--- src/rtl/psel_pkg.sv ---
package psel_pkg;
  typedef enum logic [1:0] {
    VK_FILL   = 2'd0,
    VK_STEAL  = 2'd1,
    VK_OWN    = 2'd2,
    VK_FORCED = 2'd3
  } vkind_e;
endpackage

--- src/rtl/psel_lru_pick.sv ---
module psel_lru_pick #(
  parameter int NWAYS = 8,
  parameter int WAY_W = 3
) (
  input  logic [NWAYS-1:0]       mask,
  input  logic [NWAYS*WAY_W-1:0] rank,
  output logic                   found,
  output logic [WAY_W-1:0]       sel
);
  logic [WAY_W-1:0] best_r;

  always_comb begin
    found  = 1'b0;
    sel    = '0;
    best_r = '0;
    for (int w = 0; w < NWAYS; w++) begin
      if (mask[w] && (!found || rank[w*WAY_W +: WAY_W] > best_r)) begin
        found  = 1'b1;
        sel    = WAY_W'(w);
        best_r = rank[w*WAY_W +: WAY_W];
      end
    end
  end
endmodule

--- src/rtl/psel_alloc_regs.sv ---
module psel_alloc_regs #(
  parameter int NTHREADS = 4,
  parameter int TID_W    = 2,
  parameter int CNT_W    = 14,
  parameter int TGT_INIT = 2048
) (
  input  logic                      clk,
  input  logic                      rst_n,
  input  logic                      tgt_we,
  input  logic [TID_W-1:0]          tgt_sel,
  input  logic [CNT_W-1:0]          tgt_data,
  input  logic                      inc_en,
  input  logic [TID_W-1:0]          inc_id,
  input  logic                      dec_en,
  input  logic [TID_W-1:0]          dec_id,
  output logic [NTHREADS*CNT_W-1:0] cur_o,
  output logic [NTHREADS*CNT_W-1:0] tgt_o
);
  logic [CNT_W-1:0] cur_q [NTHREADS];
  logic [CNT_W-1:0] cur_d [NTHREADS];
  logic [CNT_W-1:0] tgt_q [NTHREADS];
  logic [CNT_W-1:0] tgt_d [NTHREADS];

  for (genvar t = 0; t < NTHREADS; t++) begin : g_thr
    always_comb begin
      cur_d[t] = cur_q[t];
      if (inc_en && inc_id == TID_W'(t) && !(dec_en && dec_id == TID_W'(t)))
        cur_d[t] = cur_q[t] + 1'b1;
      else if (dec_en && dec_id == TID_W'(t) && !(inc_en && inc_id == TID_W'(t)))
        cur_d[t] = cur_q[t] - 1'b1;
      tgt_d[t] = (tgt_we && tgt_sel == TID_W'(t)) ? tgt_data : tgt_q[t];
    end

    always_ff @(posedge clk or negedge rst_n) begin
      if (!rst_n) begin
        cur_q[t] <= '0;
        tgt_q[t] <= CNT_W'(TGT_INIT);
      end else begin
        if (inc_en || dec_en) cur_q[t] <= cur_d[t];
        if (tgt_we)           tgt_q[t] <= tgt_d[t];
      end
    end

    assign cur_o[t*CNT_W +: CNT_W] = cur_q[t];
    assign tgt_o[t*CNT_W +: CNT_W] = tgt_q[t];
  end

  // no update request, no count movement
  a_r8_idle_counts_stable: assert property (@(posedge clk) disable iff (!rst_n)
    (!inc_en && !dec_en) |=> $stable(cur_o));

  // a donor always holds at least one line
  a_r4_no_underflow: assert property (@(posedge clk) disable iff (!rst_n)
    dec_en |-> (cur_q[dec_id] != '0));
endmodule

--- src/rtl/psel_victim_sel.sv ---
module psel_victim_sel
  import psel_pkg::*;
#(
  parameter int NWAYS    = 8,
  parameter int NTHREADS = 4,
  parameter int NSETS    = 1024,
  localparam int WAY_W   = (NWAYS > 1) ? $clog2(NWAYS) : 1,
  localparam int TID_W   = (NTHREADS > 1) ? $clog2(NTHREADS) : 1,
  localparam int TOTAL   = NSETS * NWAYS,
  localparam int CNT_W   = $clog2(TOTAL + 1)
) (
  input  logic                      clk,
  input  logic                      rst_n,
  input  logic                      tgt_we,
  input  logic [TID_W-1:0]          tgt_sel,
  input  logic [CNT_W-1:0]          tgt_data,
  input  logic                      req_valid,
  output logic                      req_ready,
  input  logic [TID_W-1:0]          req_tid,
  input  logic [NWAYS-1:0]          req_wvalid,
  input  logic [NWAYS*TID_W-1:0]    req_owner,
  input  logic [NWAYS*WAY_W-1:0]    req_rank,
  output logic                      rsp_valid,
  input  logic                      rsp_ready,
  output logic [WAY_W-1:0]          rsp_way,
  output logic [1:0]                rsp_kind,
  output logic [NTHREADS*CNT_W-1:0] cur_alloc
);
  localparam int TGT_INIT = TOTAL / NTHREADS;

  logic [NTHREADS*CNT_W-1:0] tgt_flat;
  logic [CNT_W-1:0] cur_a [NTHREADS];
  logic [CNT_W-1:0] tgt_a [NTHREADS];
  logic [NTHREADS-1:0] over;
  logic [TID_W-1:0] own_a [NWAYS];
  logic [NWAYS-1:0] inv_m, own_m, don_m, pick_m;
  logic under, found;
  logic [WAY_W-1:0] pick_sel;
  vkind_e kind_c;
  logic acc;
  logic inc_en, dec_en;
  logic [TID_W-1:0] dec_id;

  logic rsp_valid_q, rsp_valid_d;
  logic [WAY_W-1:0] rsp_way_q;
  vkind_e rsp_kind_q;

  for (genvar t = 0; t < NTHREADS; t++) begin : g_over
    assign cur_a[t] = cur_alloc[t*CNT_W +: CNT_W];
    assign tgt_a[t] = tgt_flat[t*CNT_W +: CNT_W];
    assign over[t]  = cur_a[t] > tgt_a[t];
  end

  for (genvar w = 0; w < NWAYS; w++) begin : g_way
    assign own_a[w] = req_owner[w*TID_W +: TID_W];
    assign inv_m[w] = !req_wvalid[w];
    assign own_m[w] = req_wvalid[w] && own_a[w] == req_tid;
    assign don_m[w] = req_wvalid[w] && own_a[w] != req_tid && over[own_a[w]];
  end

  assign under = cur_a[req_tid] < tgt_a[req_tid];

  always_comb begin
    if (|inv_m) begin
      pick_m = inv_m;  kind_c = VK_FILL;
    end else if (under && |don_m) begin
      pick_m = don_m;  kind_c = VK_STEAL;
    end else if (|own_m) begin
      pick_m = own_m;  kind_c = VK_OWN;
    end else begin
      pick_m = '1;     kind_c = VK_FORCED;
    end
  end

  psel_lru_pick #(.NWAYS(NWAYS), .WAY_W(WAY_W)) u_pick (
    .mask(pick_m), .rank(req_rank), .found(found), .sel(pick_sel)
  );

  assign req_ready = !rsp_valid_q || rsp_ready;
  assign acc       = req_valid && req_ready;
  assign inc_en    = acc && kind_c != VK_OWN;
  assign dec_en    = acc && (kind_c == VK_STEAL || kind_c == VK_FORCED);
  assign dec_id    = own_a[pick_sel];

  psel_alloc_regs #(
    .NTHREADS(NTHREADS), .TID_W(TID_W), .CNT_W(CNT_W), .TGT_INIT(TGT_INIT)
  ) u_regs (
    .clk(clk), .rst_n(rst_n),
    .tgt_we(tgt_we), .tgt_sel(tgt_sel), .tgt_data(tgt_data),
    .inc_en(inc_en), .inc_id(req_tid), .dec_en(dec_en), .dec_id(dec_id),
    .cur_o(cur_alloc), .tgt_o(tgt_flat)
  );

  always_comb begin
    rsp_valid_d = rsp_valid_q;
    if (acc)            rsp_valid_d = 1'b1;
    else if (rsp_ready) rsp_valid_d = 1'b0;
  end

  always_ff @(posedge clk or negedge rst_n) begin
    if (!rst_n) begin
      rsp_valid_q <= 1'b0;
      rsp_way_q   <= '0;
      rsp_kind_q  <= VK_FILL;
    end else begin
      rsp_valid_q <= rsp_valid_d;
      if (acc) begin
        rsp_way_q  <= pick_sel;
        rsp_kind_q <= kind_c;
      end
    end
  end

  assign rsp_valid = rsp_valid_q;
  assign rsp_way   = rsp_way_q;
  assign rsp_kind  = rsp_kind_q;

  a_r7_rsp_follows_accept: assert property (@(posedge clk) disable iff (!rst_n)
    acc |=> rsp_valid);

  a_r7_hold_while_stalled: assert property (@(posedge clk) disable iff (!rst_n)
    (rsp_valid && !rsp_ready) |=> (rsp_valid && $stable(rsp_way) && $stable(rsp_kind)));

  a_r3_fill_hits_invalid: assert property (@(posedge clk) disable iff (!rst_n)
    (acc && |inv_m) |-> (found && !req_wvalid[pick_sel]));

  a_r4_steal_from_over: assert property (@(posedge clk) disable iff (!rst_n)
    (acc && kind_c == VK_STEAL) |-> (over[own_a[pick_sel]] && own_a[pick_sel] != req_tid));

  a_r5_own_way_taken: assert property (@(posedge clk) disable iff (!rst_n)
    (acc && kind_c == VK_OWN) |-> (req_wvalid[pick_sel] && own_a[pick_sel] == req_tid));
endmodule

--- config.mk ---
export PLATFORM = sky130hd
export DESIGN_NAME = psel_victim_sel
export DESIGN_NICKNAME = d
export VERILOG_FILES = /design/src/rtl/psel_pkg.sv /design/src/rtl/psel_lru_pick.sv /design/src/rtl/psel_alloc_regs.sv /design/src/rtl/psel_victim_sel.sv
export SDC_FILE = /design/constraint.sdc
export NUM_CORES = 1
export LEC_CHECK = 0
export ABC_AREA = 0
export CAP_MARGIN = 20
export CORE_MARGIN = 2
export CORE_UTILIZATION = 55
export DETAILED_ROUTE_END_ITERATION = 7
export DONT_BUFFER_PORTS = 1
export PLACE_DENSITY = 0.75
export SKIP_LAST_GASP = 1
export SYNTH_ARGS = -nofsm -noshare
export SYNTH_HDL_FRONTEND = slang
export SYNTH_SLANG_ARGS = --single-unit
export TNS_END_PERCENT = 30
--- constraint.sdc ---
create_clock -name clk -period 20.8 [get_ports clk]
set_input_delay 4.16 -clock clk [delete_from_list [all_inputs] [get_ports clk]]
set_output_delay 4.16 -clock clk [all_outputs]
set_load 0.02 [all_outputs]
==> key figures, run 1 <==
STA
  • Slew margin rel.: between 30% and 40%
  • Minimum clock period: 19.60 ns
  • Clock skew: roughly 0.010 ns
  • Final hold viol count: 0
  • Fin worst setup slack: 1.199 ns
  • Fmax: between 0.05 and 0.06 GHz
  • Slew @ Worst Pin: roughly 1.0 ns
  • Max Transition Viols Final: 0
  • Period utilization: a little over nine tenths
  • # setup viols final: 0

Floorplan
  • Initial core utilization: roughly 56%
  • Core area: slightly below 20000 um^2
  • Die Ht: roughly 140 um
  • IO Count: ~130
  • Number of placement rows: slightly above 50
  • Chip width: between 100 and 150 um
  • Die ar.: between 20000 and 25000 um^2

Routing
  • Drc violations: 0
  • Vias per cell: between 6 and 7
  • TritonRoute pass-1 iters: 7
  • Via count: just under 9000
  • Avg WL per Cell: 20.77 um
  • Routed WL: 29.91 mm
  • Final ANT Viol Nets: 0
  • Iter 0 DRT Violations: 786

Finish
  • Share of layout cells above drive strength 1: 13.53%
  • Design area: roughly 12000 um^2
  • Filler cells: roughly 1600
  • Antenna cells: 0
  • Post-layout nets: approximately 1400
  • Syn-to-layout area delta: 8.424%

Logic synthesis
  • Synthesized area: 10780 um^2
  • Syn. warnings: 0
  • Number of synthesized flops with an enable pin: 0
  • #FFs+latches synth: around 120
  • Syn Inst Count: 1166
  • Synth unique cells: between 80 and 90
  • Async S/R FF share, synth: 100.0%
  • Seq/Total Area, Yosys: between 20% and 30%
  • Mapped Avg Cell Area: between 9 and 10 um^2
  • Mapped Nets: 1383
  • Main flop type after synthesis: dfrtp_1

Placement
  • HPWL after detailed placement: 22.83 mm
  • Port-buffer cells: 0
  • Post-DP Area: 11000 um^2
  • Placer Congestion: about 0.94
  • Worst slack, placed: roughly 0.23 ns

Power
  • Overall Power: about 1.7 mW
  • Net switching power: 0.8064 mW
  • Flop pwr share: roughly 30%
  • Sw frac: 46.64%
  • Power per cell area: 147.9 nW/um^2
  • Peak VDD IR: between 0.00007 and 0.00008 V
  • Combinational fraction of design power: between 50% and 60%
  • Pint: between 0.9 and 1 mW
  • Leak: 5.445 nW
  • Clk pwr share: 17.5%

Clock tree
  • Clock tree buffer depth: 2
  • # clock sinks: 118
  • Clock tree from TritonCTS: done
  • Worst-Skew Late Latency: about 0.43 ns
  • Clock root cell: clkbuf_16
  • CTS Buf Count: 17
  • Clock transition at path regs: ~0.050 ns
  • H-tree depth: 4

GRT
  • Initial antenna violation count: 1
  • First-pass GRT wire length: roughly 46 mm
  • GR Util met1: ~37%
  • Vias in the first global route: 8559
  • GRT Util Overall: a little under 30%
  • Met3 Use GR: around 9.6%
  • Largest net degree at the start of global routing: around 120
  • Grt met2 use: roughly 49%
  • GRT Residual Overflow: 0
  • Most Crowded Layer GR: met2

Worst setup path
  • Critical Path Fanout Max: 42
  • Critical Path Sink Type: register
  • Worst r2r dst: u_regs.cur_o[13]
  • R2r setup slk: between 3 and 4 ns
  • Worst Setup Path Type: in2reg
  • CP max-delay cell: mux4_2
  • Crit-path leading delay family: compound AO/OA/AOI/OAI gates
  • WP buf/inv: 4
  • Most used cell, CP: a21oi_1
  • Startpoint types: input port
  • FF-to-FF path depth: 80
  • Levels on crit path: 84
  • CP Data Required Time: 21.09 ns
  • Critical Path AT: a little under 20 ns
  • Worst path max stage delay: approximately 0.5 ns
  • Reg-to-reg startpoint: u_regs.cur_o[27]

Min path
  • Hold Crit Start: u_regs.tgt_o[15]
  • Hold endpoint: u_regs.tgt_o[15]
  • Worst Hold Path Cells: 1
  • Hold/Removal Path Class: reg2reg

Run
  • Max Cap Violations: 0

Outcome
  • Run status: finished, final reports clean
## through the flow
step           hold slack [ns]  utilization [%]  TNS [ns]  instances
6_report                0.5386            60.47         0       1440
5_1_grt                 0.5546            60.47  -0.01276       1440
4_1_cts                 0.5354            60.09         0       1433
3_5_place_dp            0.5235            56.91         0       1402
3_3_place_gp            0.5103            56.91         0       1402
2_1_floorplan           0.4848                -         0       1166
## cell usage after synthesis, drive strengths merged (7+ instances only)
library cell  count  area (um^2)
nor3             10        55.05
ha              142         1777
mux2i            14        140.1
mux4             26        585.6
nand2           114        430.4
nor4              8        86.33
o21ai            92        471.7
o21a              7        52.55
xnor2            58        508.0
or2               7        46.30
a21oi            80        404.1
a31oi             9        77.57
o21bai           36        270.3
buf               9        46.29
inv             140        525.5
a21o             19        142.6
xor2             14        122.6
clkbuf           21        78.83
mux2             53        619.4
nand3            24        120.1
nand4            15        100.1
dfrtp           114         2853
and2              8        52.55
nor2             34        127.6
o211ai            8        60.06
## layer usage
metal	up-vias	share of wire, %
met5	-	0
met4	0	2.9
met3	82	10
met2	403	47
met1	4249	40
li1	4181	-
## power by group through the flow
stage / clock network (mW) / logic, mW / registers, mW
3_5_place_dp: 0 / 0.885 / 0.520
2_1_floorplan: 0 / 0.734 / 0.445
3_3_place_gp: 0 / 0.853 / 0.519
5_1_grt: 0.317 / 1.02 / 0.530
6_report: 0.303 / 0.906 / 0.520
4_1_cts: 0.306 / 0.895 / 0.518
## what timing repair did
item                                    4_1_cts  5_1_grt
endpoints found under the setup margin        0       13
hold buffers                                  0        0
setup buffers                                 0        7
gates resized for setup                       0        8
## how the worst max path moves through the flow
stage,endpoint,from
global placement,u_regs.cur_o[55],req_tid[0]
finish,u_regs.cur_o[13],req_tid[1]
global route,u_regs.cur_o[27],req_tid[0]
floorplan,u_regs.cur_o[55],req_tid[1]
detailed placement,u_regs.cur_o[55],req_tid[0]
CTS,u_regs.cur_o[55],req_tid[0]
## logic make-up after synthesis
kind of cell             synth area share [%]
AND/OR/NAND/NOR                         11.99
multiplexers                            12.47
buffers and inverters                   6.033
XOR/XNOR                                5.848
adder cells (fa/ha/maj)                 17.22
flip-flops                              27.43
AO/OA/AOI/OAI                           19.02
## layout make-up
cell class              instances  area (um^2)  area share, %
multi-input cells             878         7188          61.48
flip-flops and latches        118         2958          25.30
inverters                     140        540.5          4.623
clock buffers                  25        525.5          4.494
well taps                     265        331.6          2.836
clock inverters                 6        88.84         0.7598
repair buffers                  8        60.06         0.5136
## layout by cell type, fill, tap and decap left out, types with 17 or more instances in the layout
cell type  Yosys  routed
ha_1         142     142
inv_1        140     136
dfrtp_1      114     114
nand2_1      113     113
o21ai_0       88      88
a21oi_1       79      79
xnor2_1       58      58
mux2_2        46      46
o21bai_1      36      36
nor2_1        34      33
mux4_2        26      26
nand3_1       24      24
a21o_1        19      18
clkbuf_16      0      17
## flip-flops by register name, summed over array words and instances (netlist names)
register	count
rsp_kind	2
u_regs.cur_o	56
u_regs.tgt_o	56
rsp_way	3
rsp_valid	1
Power figures use the tool's default switching activity.
==> run 2, diff against run 1 <==
- CORE_UTILIZATION: 55 -> 65
- PLACE_DENSITY: 0.75 -> 0.86
==> run 2 against run 1 <==
  * Core utilization rose by 11 points
  * Worst hold slack worse by 0.0019 ns
  * Cell area about the same
  * Highest routed layer unchanged
  * Via count rose by 4.9%
  * Register-to-register slack worse by 0.74 ns
  * Critical path depth shrank 1
  * Power up 1.9%
  * Routed wire length grew 3.5%
  * Count of clock-buffer cells in the layout fell by 6
  * Clock power about the same
  * Sequential power about the same
  * First-iteration DRC count rose by 16%
==> key figures, run 2 (synthesized netlist as in run 1, its figures left out) <==
Clock tree
  • Clock tree buffer depth: 2 (unchanged)
  • CTS Buf Count: 17 (unchanged)
  • H-tree depth: 4 (unchanged)
  • # clock sinks: 118 (unchanged)
  • Worst-Skew Late Latency: 0.43 ns (about the same)
  • Clock tree from TritonCTS: done (unchanged)
  • Clock transition at path regs: 0.06 ns (was 0.05 ns)
  • Clock root cell: clkbuf_16 (unchanged)

Finish
  • Commonest non-fill, non-tap cells in the layout: ha_1, inv_1, dfrtp_1, nand2_1, o21ai_0 (unchanged)
  • Antenna cells: 0 (unchanged)
  • Syn-to-layout area delta: 8.377% (was 8.424%)
  • Share of layout cells above drive strength 1: 14.45% (was 13.53%)
  • Filler cells: 1149 (was 1627)
  • Seq. cell area: 2958 um^2 (unchanged)
  • Most common cell after layout, fill and taps aside: ha_1 (unchanged)
  • Multi-input gate area: 7202 um^2 (was 7188 um^2)
  • Post-layout nets: 1387 (was 1380)

Min path
  • Hold/Removal Path Class: reg2reg (unchanged)

STA
  • # setup viols final: 0 (unchanged)
  • Period utilization: 96.34% (was 94.23%)
  • Slew margin rel.: 33.20% (was 30.31%)
  • Clock skew: 0.009573 ns (was 0.01026 ns)
  • Minimum clock period: 20.04 ns (was 19.60 ns)
  • Fin worst setup slack: 0.7604 ns (was 1.199 ns)
  • Fmax: 0.04990 GHz (was 0.05102 GHz)
  • Slew @ Worst Pin: 0.9990 ns (was 1.042 ns)
  • Max Transition Viols Final: 0 (unchanged)
  • Final hold viol count: 0 (unchanged)
  • Setup TNS: 0 ns (unchanged)

Routing
  • Routed wl met2: 14.32 mm (was 14.00 mm)
  • Routed metal-1 wire length: 12.07 mm (was 12.00 mm)
  • Routed WL: 30.97 mm (was 29.91 mm)
  • Top Metal Used: met4 (unchanged)
  • Final ANT Viol Nets: 0 (unchanged)
  • Via count: 9350 (was 8915)
  • TritonRoute pass-1 iters: 7 (unchanged)
  • DR WL met3: 3.254 mm (was 3.054 mm)
  • Avg WL per Cell: 22.07 um (was 20.77 um)
  • Vias per cell: 6.664 (was 6.191)
  • Drc violations: 0 (unchanged)
  • Iter 0 DRT Violations: 913 (was 786)

Floorplan
  • IO Count: 134 (unchanged)
  • Die ar.: 17640 um^2 (was 20740 um^2)
  • Core area: 16410 um^2 (was 19330 um^2)
  • Chip width: 132.8 um (was 144.0 um)
  • Die Ht: 132.8 um (was 144.0 um)
  • Initial core utilization: 65.73% (was 55.78%)
  • Number of placement rows: 47 (was 51)

Worst setup path
  • CP max-delay cell: mux4_2 (unchanged)
  • Worst path max stage delay: 0.49 ns (was 0.50 ns)
  • Critical Path AT: 20.33 ns (was 19.89 ns)
  • R2r setup slk: 3.05 ns (was 3.79 ns)
  • Startpoint types: input port (unchanged)
  • CP Data Required Time: 21.09 ns (about the same)
  • WP buf/inv: 3 (was 4)
  • Crit-path leading delay family: compound AO/OA/AOI/OAI gates (unchanged)
  • Worst Setup Path Type: in2reg (unchanged)
  • Most used cell, CP: a21oi_1 (unchanged)
  • Critical Path Sink Type: register (unchanged)
  • Critical Path Fanout Max: 40 (was 42)

Power
  • Power per cell area: 150.7 nW/um^2 (was 147.9 nW/um^2)
  • Peak VDD IR: 0.0001094 V (was 0.00007613 V)
  • Leak: 5.470 nW (was 5.445 nW)

Placement
  • Port-buffer cells: 0 (unchanged)
  • Worst slack, placed: -0.06005 ns (was 0.2303 ns)
  • HPWL after detailed placement: 22.69 mm (was 22.83 mm)
  • Placer Congestion: 0.9565 (was 0.9389)

GRT
  • First-pass GRT wire length: 48.22 mm (was 46.15 mm)
  • Largest net degree at the start of global routing: 119 (unchanged)
  • Vias in the first global route: 9035 (was 8559)
  • Initial antenna violation count: 0 (was 1)
  • GRT Util Overall: 35.29% (was 29.38%)
  • GRT Residual Overflow: 0 (unchanged)

Run
  • Max Cap Violations: 0 (unchanged)

Outcome
  • Run status: finished, final reports clean (unchanged)
## run 2: worst reg2reg max path, delay by kind of cell (launching register included)
family	cells	cell delay [ns]
AO/OA/AOI/OAI	47	9.31
XOR/XNOR	2	0.31
adder cells (fa/ha/maj)	10	3.12
buffers and inverters	3	0.36
flip-flops	1	0.53
multiplexers	5	1.54
AND/OR/NAND/NOR	14	2.44
## run 2: per-layer routing
layer / track usage (%) / vias up
met5: 0 / -
met4: 15.59 / 0
met3: 11.72 / 120
met2: 54.95 / 514
met1: 44.98 / 4514
li1: - / 4202
## run 2: final timing paths
| kind | start | to | cells after the start |
|---|---|---|---|
| hold / removal | u_regs.tgt_o[22] | u_regs.tgt_o[22] | 1 |
| setup / recovery | req_tid[0] | u_regs.cur_o[41] | 83 |
| hold reg to reg | u_regs.tgt_o[22] | u_regs.tgt_o[22] | 1 |
| min in group asynchronous | rst_n | u_regs.cur_o[24] | 0 |
| max in group asynchronous | rst_n | u_regs.tgt_o[11] | 0 |
| setup reg to reg | u_regs.cur_o[26] | u_regs.cur_o[41] | 81 |
## run 2: cell type report
cell class | instances | share of cell area [%]
Clock buffer | 19 | 3.790
Clock inverter | 13 | 1.338
Inverter | 140 | 4.625
Multi-Input combinational cell | 878 | 61.62
Sequential cell | 118 | 25.31
Tap cell | 220 | 2.355
Timing Repair Buffer | 15 | 0.9635
## run 2: stage by stage
stage               std cells  hold WS, ns  instance area, um^2  util (%)  total power [mW]
finish                   1403       0.5367                11690     71.23             1.761
global placement         1358       0.5087                10950     66.77             1.365
detailed placement       1358       0.5212                10950     66.77             1.406
floorplan                1166       0.4848                10780         -             1.179
CTS                      1390       0.5337                11550     70.42             1.728
global route             1403       0.5650                11690     71.23             1.880
## run 2: where the power goes
part           internal [mW]  total [mW]  switching (mW)
Clock                  0.191       0.305           0.114
Combinational          0.428       0.937           0.510
Sequential             0.303       0.519           0.217
Total                  0.921        1.76           0.841
## run 2: timing repair
action                                  in CTS  in global routing
endpoints found under the setup margin       0                 17
hold buffers                                 0                  0
setup buffers                                0                 13
resized for setup                            0                 12
==> run 3, diff against run 2 <==
- BUFFER_PORTS_ARGS: unset -> -buffer_cell sky130_fd_sc_hd__buf_2
- CORE_UTILIZATION: 65 -> 60
- DONT_BUFFER_PORTS: 1 -> unset
- PLACE_DENSITY: 0.86 -> 0.87
==> run 3 against run 2 <==
  * Highest routed layer unchanged
  * Final cell count grew 10%
  * Global-route usage is 2.1 points lower
  * Largest cell class unchanged
  * Non-clock buffer count increased by 135
  * Power increased by 4.0%
  * Critical path type unchanged
  * Sequential share of layout area decreased by 1.5 points
==> key figures, run 3 (synthesized netlist as in run 1, its figures left out) <==
Worst setup path
  • CP Launch Point: req_tid[0] (unchanged)
  • Critical Path AT: 20.17 ns (was 20.33 ns)
  • Critical Path Sink Type: register (unchanged)
  • Worst Setup Path Type: in2reg (unchanged)
  • Most used cell, CP: a21oi_1 (unchanged)
  • CP Data Required Time: 21.11 ns (was 21.09 ns)
  • Worst r2r dst: u_regs.cur_o[41] (unchanged)
  • Worst path max stage delay: 0.54 ns (was 0.49 ns)
  • Critical Path End: u_regs.cur_o[41] (unchanged)
  • Reg-to-reg startpoint: u_regs.tgt_o[25] (was u_regs.cur_o[26])
  • FF-to-FF path depth: 82 (was 81)
  • R2r setup slk: 3.52 ns (was 3.05 ns)
  • Startpoint types: input port (unchanged)
  • CP max-delay cell: mux4_2 (unchanged)
  • Critical Path Fanout Max: 25 (was 40)

Power
  • Sw frac: 46.84% (was 47.73%)
  • Power per cell area: 147.3 nW/um^2 (was 150.7 nW/um^2)
  • Peak VDD IR: 0.00009417 V (was 0.0001094 V)
  • Flop pwr share: 24.3% (was 29.5%)
  • Leak: 6.051 nW (was 5.470 nW)
  • Pint: 0.9735 mW (was 0.9207 mW)
  • Net switching power: 0.8580 mW (was 0.8406 mW)
  • Combinational fraction of design power: 59.1% (was 53.2%)
  • Clk pwr share: 16.7% (was 17.3%)

STA
  • # setup viols final: 0 (unchanged)
  • Fmax: 0.05036 GHz (was 0.04990 GHz)
  • Slew margin rel.: 32.36% (was 33.20%)
  • Slew @ Worst Pin: 1.011 ns (was 0.9990 ns)
  • Minimum clock period: 19.86 ns (was 20.04 ns)
  • Period utilization: 95.46% (was 96.34%)
  • Max Transition Viols Final: 0 (unchanged)
  • Clock skew: 0.006898 ns (was 0.009573 ns)
  • Final hold viol count: 0 (unchanged)

GRT
  • Initial antenna violation count: 2 (was 0)
  • GRT Util Overall: 33.20% (was 35.29%)
  • First-pass GRT wire length: 50.44 mm (was 48.22 mm)
  • Largest net degree at the start of global routing: 75 (was 119)
  • Vias in the first global route: 9793 (was 9035)
  • GRT Residual Overflow: 0 (unchanged)

Outcome
  • Run status: finished, final reports clean (unchanged)

Clock tree
  • # clock sinks: 118 (unchanged)
  • Clock tree buffer depth: 2 (unchanged)
  • Clock tree from TritonCTS: done (unchanged)
  • CTS Buf Count: 17 (unchanged)
  • Hold_buf cts: 0 (unchanged)
  • Worst-Skew Late Latency: 0.43 ns (about the same)
  • H-tree depth: 4 (unchanged)
  • Clock transition at path regs: 0.05 ns (was 0.06 ns)
  • Clock root cell: clkbuf_16 (unchanged)

Finish
  • Design area: 12430 um^2 (was 11690 um^2)
  • Post-layout nets: 1522 (was 1387)
  • Most common cell after layout, fill and taps aside: ha_1 (unchanged)
  • Commonest non-fill, non-tap cells in the layout: ha_1, inv_1, buf_2, dfrtp_1, nand2_1 (was ha_1, inv_1, dfrtp_1, nand2_1, o21ai_0)
  • Non-filler cells, final: 1547 (was 1403)
  • Syn-to-layout area delta: 15.29% (was 8.377%)
  • Share of layout cells above drive strength 1: 23.25% (was 14.45%)

Placement
  • Post-Place Cells: 1507 (was 1358)
  • Port-buffer cells: 133 (was 0)
  • Placer Congestion: 0.9449 (was 0.9565)
  • Post-DP Area: 11690 um^2 (was 10950 um^2)
  • HPWL after detailed placement: 23.98 mm (was 22.69 mm)

Routing
  • Avg WL per Cell: 20.79 um (was 22.07 um)
  • Routed WL: 32.17 mm (was 30.97 mm)
  • Drc violations: 0 (unchanged)
  • Vias per cell: 6.372 (was 6.664)
  • TritonRoute pass-1 iters: 5 (was 7)
  • Via count: 9858 (was 9350)
  • Iter 0 DRT Violations: 925 (was 913)
  • Final ANT Viol Nets: 0 (unchanged)

Floorplan
  • Chip width: 138.1 um (was 132.8 um)
  • Core area: 17780 um^2 (was 16410 um^2)
  • Die Ht: 138.1 um (was 132.8 um)
  • IO Count: 134 (unchanged)
  • Die ar.: 19060 um^2 (was 17640 um^2)
  • Initial core utilization: 60.65% (was 65.73%)
  • Number of placement rows: 49 (was 47)

Min path
  • Hold/Removal Path Class: reg2reg (unchanged)

Run
  • Max Cap Violations: 0 (unchanged)
run 3: cell count changes in the layout (fill, tap and decap cells not counted), sizes merged:
cell    previous run  this run
diode              0         2
clkbuf            19        22
buf               15       150
clkinv             8         2
inv              136       137
run 3: how the worst min path moves through the flow:
stage / depth (start not counted) / from / to / slack (ns)
2_1_floorplan: 2 / u_regs.tgt_o[11] / u_regs.tgt_o[11] / 0.48
3_3_place_gp: 2 / rsp_way[2] / rsp_way[2] / 0.46
3_5_place_dp: 2 / rsp_way[2] / rsp_way[2] / 0.47
4_1_cts: 2 / rsp_way[2] / rsp_way[2] / 0.48
5_1_grt: 2 / rsp_kind[1] / rsp_kind[1] / 0.52
6_report: 2 / rsp_way[2] / rsp_way[2] / 0.48
run 3: metal layers:
layer,vias to the layer above,wire length [um],share of wire [%],global-route usage [%]
met5,-,0,0,0
met3,132,2839,8.8,7.655
met1,4712,12710,40,42.33
met4,0,1801,5.6,18.53
met2,551,14820,46,52.45
li1,4463,-,-,-
run 3: layout make-up:
cell class	count	area [um^2]
clock inverter	8	122.6
antenna	2	5.005
clock buffer	22	484.2
timing repair buffer	150	815.8
tap	229	286.5
multi-input combinational	878	7224
inverter	140	536.8
fill	1307	5346
sequential	118	2958
run 3: through the flow:
stage               setup slack (ns)  hold WS, ns  total power, mW  setup TNS (ns)  util (%)
finish                        0.9437       0.4779            1.832               0     69.93
detailed placement           -0.2387       0.4698            1.474         -0.4706     65.73
CTS                          0.09619       0.4815            1.800               0     69.14
floorplan                      1.164       0.4848            1.179               0         -
global placement              0.5644       0.4578            1.431               0     65.73
global route                 -0.1150       0.5155            1.959         -0.2247     69.93
run 3: repair_timing:
item	4_1_cts	5_1_grt
endpoints found under the setup margin	0	24
setup buffers	0	8
gates resized for setup	0	23
run 3: power groups by stage:
stage               Combinational [mW]  Clock [mW]  Sequential, mW
floorplan                        0.734           0           0.445
global placement                 0.996           0           0.435
detailed placement                1.04           0           0.438
CTS                               1.06       0.307           0.437
global route                      1.19       0.318           0.447
finish                            1.08       0.305           0.444
run 3: worst max-delay path, delay by kind of cell:
family / cells / cell delay, ns
AO/OA/AOI/OAI: 49 / 8.14
XOR/XNOR: 2 / 0.31
adder cells (fa/ha/maj): 10 / 3.03
buffers and inverters: 6 / 0.90
multiplexers: 7 / 2.24
AND/OR/NAND/NOR: 10 / 1.34
